### src/rtl/spi_bulk_engine.sv
module spi_bulk_engine #(
  parameter int CNT_W = 10,
  parameter int DIV_W = 4,
  parameter logic [7:0] FILL = 8'hFF
) (
  input  logic             clk,
  input  logic             rst_n,
  input  logic             start,
  input  logic             write_mode,
  input  logic [CNT_W-1:0] byte_count,
  input  logic [DIV_W-1:0] clk_div,
  input  logic [7:0]       tx_data,
  input  logic             tx_ack,
  output logic             tx_req,
  output logic [7:0]       rx_data,
  output logic             rx_req,
  input  logic             rx_ack,
  output logic             sclk,
  output logic             mosi,
  input  logic             miso,
  output logic             cs_n,
  output logic             busy,
  output logic             done
);
  typedef enum logic [2:0] {S_IDLE, S_LOAD, S_SHIFT, S_HAND, S_FIN} st_t;

  st_t              st;
  logic [CNT_W-1:0] cnt;
  logic [DIV_W-1:0] div_q, div_cnt;
  logic [DIV_W:0]   fin;
  logic [2:0]       bitn;
  logic [7:0]       shreg, rxsh;
  logic             wr_q;

  assign mosi   = shreg[7];
  assign cs_n   = (st == S_IDLE);
  assign busy   = !cs_n;
  assign tx_req = (st == S_LOAD) && wr_q;

  always_ff @(posedge clk) begin
    if (!rst_n) begin
      st      <= S_IDLE;
      cnt     <= '0;
      div_q   <= '0;
      div_cnt <= '0;
      fin     <= '0;
      bitn    <= '0;
      shreg   <= FILL;
      rxsh    <= '0;
      rx_data <= '0;
      rx_req  <= 1'b0;
      sclk    <= 1'b0;
      wr_q    <= 1'b0;
      done    <= 1'b0;
    end else begin
      case (st)
        S_IDLE: if (start) begin
          wr_q  <= write_mode;
          div_q <= clk_div;
          cnt   <= byte_count;
          if (byte_count == '0) done <= 1'b1;
          else begin
            done <= 1'b0;
            st   <= S_LOAD;
          end
        end
        S_LOAD: if (!wr_q || tx_ack) begin
          shreg   <= wr_q ? tx_data : FILL;
          div_cnt <= '0;
          bitn    <= '0;
          sclk    <= 1'b0;
          st      <= S_SHIFT;
        end
        S_SHIFT: begin
          if (div_cnt != div_q) div_cnt <= div_cnt + DIV_W'(1);
          else begin
            div_cnt <= '0;
            if (!sclk) begin
              sclk <= 1'b1;
              rxsh <= {rxsh[6:0], miso};
            end else begin
              sclk  <= 1'b0;
              shreg <= {shreg[6:0], 1'b1};
              bitn  <= bitn + 3'd1;
              if (bitn == 3'd7) begin
                cnt <= cnt - CNT_W'(1);
                fin <= '0;
                if (!wr_q) begin
                  rx_data <= rxsh;
                  rx_req  <= 1'b1;
                  st      <= S_HAND;
                end else begin
                  st <= (cnt == CNT_W'(1)) ? S_FIN : S_LOAD;
                end
              end
            end
          end
        end
        S_HAND: if (rx_ack) begin
          rx_req <= 1'b0;
          st     <= (cnt == '0) ? S_FIN : S_LOAD;
        end
        S_FIN: begin
          if (fin == {div_q, 1'b1}) begin
            st   <= S_IDLE;
            done <= 1'b1;
          end else fin <= fin + (DIV_W+1)'(1);
        end
        default: st <= S_IDLE;
      endcase
    end
  end
endmodule

### config.mk
export PLATFORM = sky130hd
export DESIGN_NAME = spi_bulk_engine
export DESIGN_NICKNAME = d
export VERILOG_FILES = /design/src/rtl/spi_bulk_engine.sv
export SDC_FILE = /design/constraint.sdc
export NUM_CORES = 1
export LEC_CHECK = 0
export ABC_AREA = 1
export BUFFER_PORTS_ARGS = -buffer_cell sky130_fd_sc_hd__buf_2
export CAP_MARGIN = 20
export CORE_UTILIZATION = 54
export DETAILED_ROUTE_END_ITERATION = 6
export PLACE_DENSITY = 0.76
export RECOVER_POWER = 50
export SYNTH_ARGS = -nofsm -noshare
export SYNTH_HDL_FRONTEND = slang
export SYNTH_SLANG_ARGS = --single-unit
### constraint.sdc
create_clock -name clk -period 2 [get_ports clk]
set_clock_uncertainty 0.15 [all_clocks]
set_input_delay 0.6 -clock clk [delete_from_list [all_inputs] [get_ports clk]]
set_output_delay 0.6 -clock clk [all_outputs]
set_load 0.1 [all_outputs]
==> impl_metrics.ini <==
[worst_setup_path]
worst_setup_path_start_kind = register
cp_max_fo = 5
cp.arrival_ns = 1.22
endpoint_kind = output pin
crit_required_ns = 1.25
setup.worst_path.class = reg2out

[yosys]
synth_fa_ha_area_frac = 0.02818
synthesis.area_sq_mm = 0.003108
yosysTopAreaCellShare = 0.3671
avgSynthCellArea_sq_um = 6.627
synth_simple_gate_area_frac = 0.3547
synth_compound_area_frac = 0.1465
postSynth.asyncResetShare = 0
synth-seq-cells = 57
yosysWarnings = 0
synth_flop_cell = dfxtp_1
synthXorXnorAreaFrac = 0.005636
yosysSeqAreaShare = 0.3671
syn_inst = 469
ys_types = 34
synth_area_leader_cell = dfxtp_1
synth_common_cells = nand2_1, nor2_1, dfxtp_1
synth_nets = 505
synthMuxAreaShare = 0.006441
synth.most_common_cell = nand2_1
synth-edff-count = 0
ys_top_cells_by_area = dfxtp_1, nand2_1, nor2_1
synth_top_family_by_area = simple AND/OR/NAND/NOR gates

[placed_design]
place_area_sq_mm = 0.003515
gp_congestion = 0.8847
hpwl_mm = 5.178
io_buffers = 43

[floorplan]
die_y_microns = 77.87
fp-row-count = 27
core_sq_mm = 0.005540
io_pins = 44
die_w_microns = 77.87
start_util = 0.5610
dieArea_sq_mm = 0.006063

[grt]
antenna_found_initial = 0
grt_pass1_vias = 2934
grt_pass1_wl_mm = 12.43
grt_usage = 0.2576
grt_max_degree = 41
globalRouteOverflowTotal = 0

[cts]
clkSlewWorstSetupHoldPaths_ns = 0.06
clock_latency_ns = 0.33
ctsRootBufferMaster = clkbuf_8
cts_sinks = 57
clk_path_buf_depth = 2
cts_made_buffers = 9
cts_tree = done
cts_hold_buffers = 0
htreeDepth = 3

[route]
vias = 3087
vias_per_cell = 5.119
drt-total-wl_mm = 7.250
dr.pass1.iters = 4
remaining_drc_errors = 0
ant_nets = 0
drt_iter0_markers = 158
routedWlPerCell_microns = 12.02

[final_layout]
regArea_sq_mm = 0.001150
fillers = 499
stdcell_area_sq_mm = 0.003762
finalCoreUtilization = 0.6791
num-nets-final = 564
drive_above_1_share = 0.2128
antenna_cells = 0
multi_input_comb_area_sq_mm = 0.001719
areaGrowthSynthToFinish_pct = 21.05

[timing]
max-slew-margin-rel = 0.6271
grt_setup_unrepaired = true
whs_ns = 0.3189
hold_viol = 0
worst_pin_slew_ns = 0.5617
finalWorstPathRequiredPeriod_ns = 1.965
clock.fmax_mhz = 508.8
setup_viol = 0
fin_crit_sh = 0.9827
maxSlewViolCount = 0

[power_and_ir_drop]
p_leak_nw = 1.808
pwr_density_cell_mw_per_mm2 = 1638
peakVddDrop_uv = 1018

[job]
cap_violations = 0

[run_status]
status = completed

[hold_path]
hold_class = reg2reg
==> state kept, by name, summed over array words and instances, names as in the netlist, 4 cells and up <==
register / count
cnt: 10
rxsh: 8
rx_data: 8
shreg: 8
fin: 5
div_cnt: 4
div_q: 4
==> power by group <==
part,internal (mW),leakage (nW),switching [mW]
clock,0.664,0.105,0.446
combinational,1.14,1.24,2.18
sequential,1.46,0.467,0.273
total,3.26,1.81,2.90
==> metrics by stage <==
stage,std cells,setup TNS [ns],total power [mW],setup slack [ns]
after floorplan,469,-0.02281,4.193,-0.02281
after global placement,583,0,4.833,0.08686
after detailed placement,583,0,4.903,0.07030
after CTS,597,0,6.039,0.01284
after global routing,603,-0.02597,6.643,-0.01018
final,603,0,6.163,0.03460
==> cells in the final DEF (no fill, tap or decap), types with 4 or more instances in the layout <==
master / Yosys / layout
nand2_1: 119 / 116
o21ai_0: 30 / 31
inv_2: 9 / 10
nand2_2: 3 / 5
nand3_2: 2 / 4
nand3_1: 38 / 37
buf_2: 5 / 28
nor2_1: 65 / 62
nor3_1: 12 / 12
o22a_1: 6 / 6
a21oi_1: 34 / 34
dfxtp_1: 57 / 52
dfxtp_2: 0 / 4
nor2_4: 4 / 6
clkbuf_8: 0 / 12
ha_1: 7 / 7
inv_1: 43 / 41
buf_4: 1 / 18
clkbuf_2: 0 / 12
==> worst paths after layout <==
path | start | slack [ns] | cells after the start | endpoint
min reg2reg | rx_req$_SDFFE_PN0P_ | 0.32 | 2 | rx_req$_SDFFE_PN0P_
min | rx_req$_SDFFE_PN0P_ | 0.32 | 2 | rx_req$_SDFFE_PN0P_
max reg2reg | st[2]$_SDFFE_PN0P_ | 0.13 | 11 | cnt[4]$_SDFFE_PN0P_
max | st[0]$_SDFFE_PN0P_ | 0.03 | 4 | cs_n
==> cell type report <==
class,instances,area share
Multi-Input combinational cell,345,0.4569
Clock inverter,2,0.009644
Clock buffer,12,0.04390
Inverter,53,0.05387
Sequential cell,57,0.3056
Timing Repair Buffer,62,0.1061
Tap cell,72,0.02394
==> routing by layer <==
metal  routed length [microns]  global-route usage  part of all wire  up-vias
met4                       141              0.1283             0.019        0
met1                      3340              0.3105              0.46     1364
li1                          -                   -                 -     1632
met3                       338             0.04000             0.047       15
met5                         0                   0                 0        -
met2                      3429              0.4425              0.47       76
==> worst max-delay path, stage by stage (launching register included) <==
cell,delay (ns)
dfxtp_4,0.36
nor2_4,0.18
nand2_8,0.08
clkinvlp_4,0.09
buf_12,0.17
==> kinds of logic after synthesis <==
family                     Yosys count
muxes                                2
xor gates and xnor gates             2
DFF                                 57
and+or+nand+nor                    252
AOI/OAI and AO/OA                   82
buffers and inverters               67
adders and majority gates            7
==> what timing repair did <==
| item | CTS | global route |
|---|---|---|
| buffers inserted | 0 | 6 |
| pin swaps | 0 | 4 |
| gates resized for setup | 2 | 5 |
| gates cloned | 0 | 0 |
| endpoints found under the setup margin | 1 | 18 |
No activity file was read; power rests on OpenSTA's default activity.
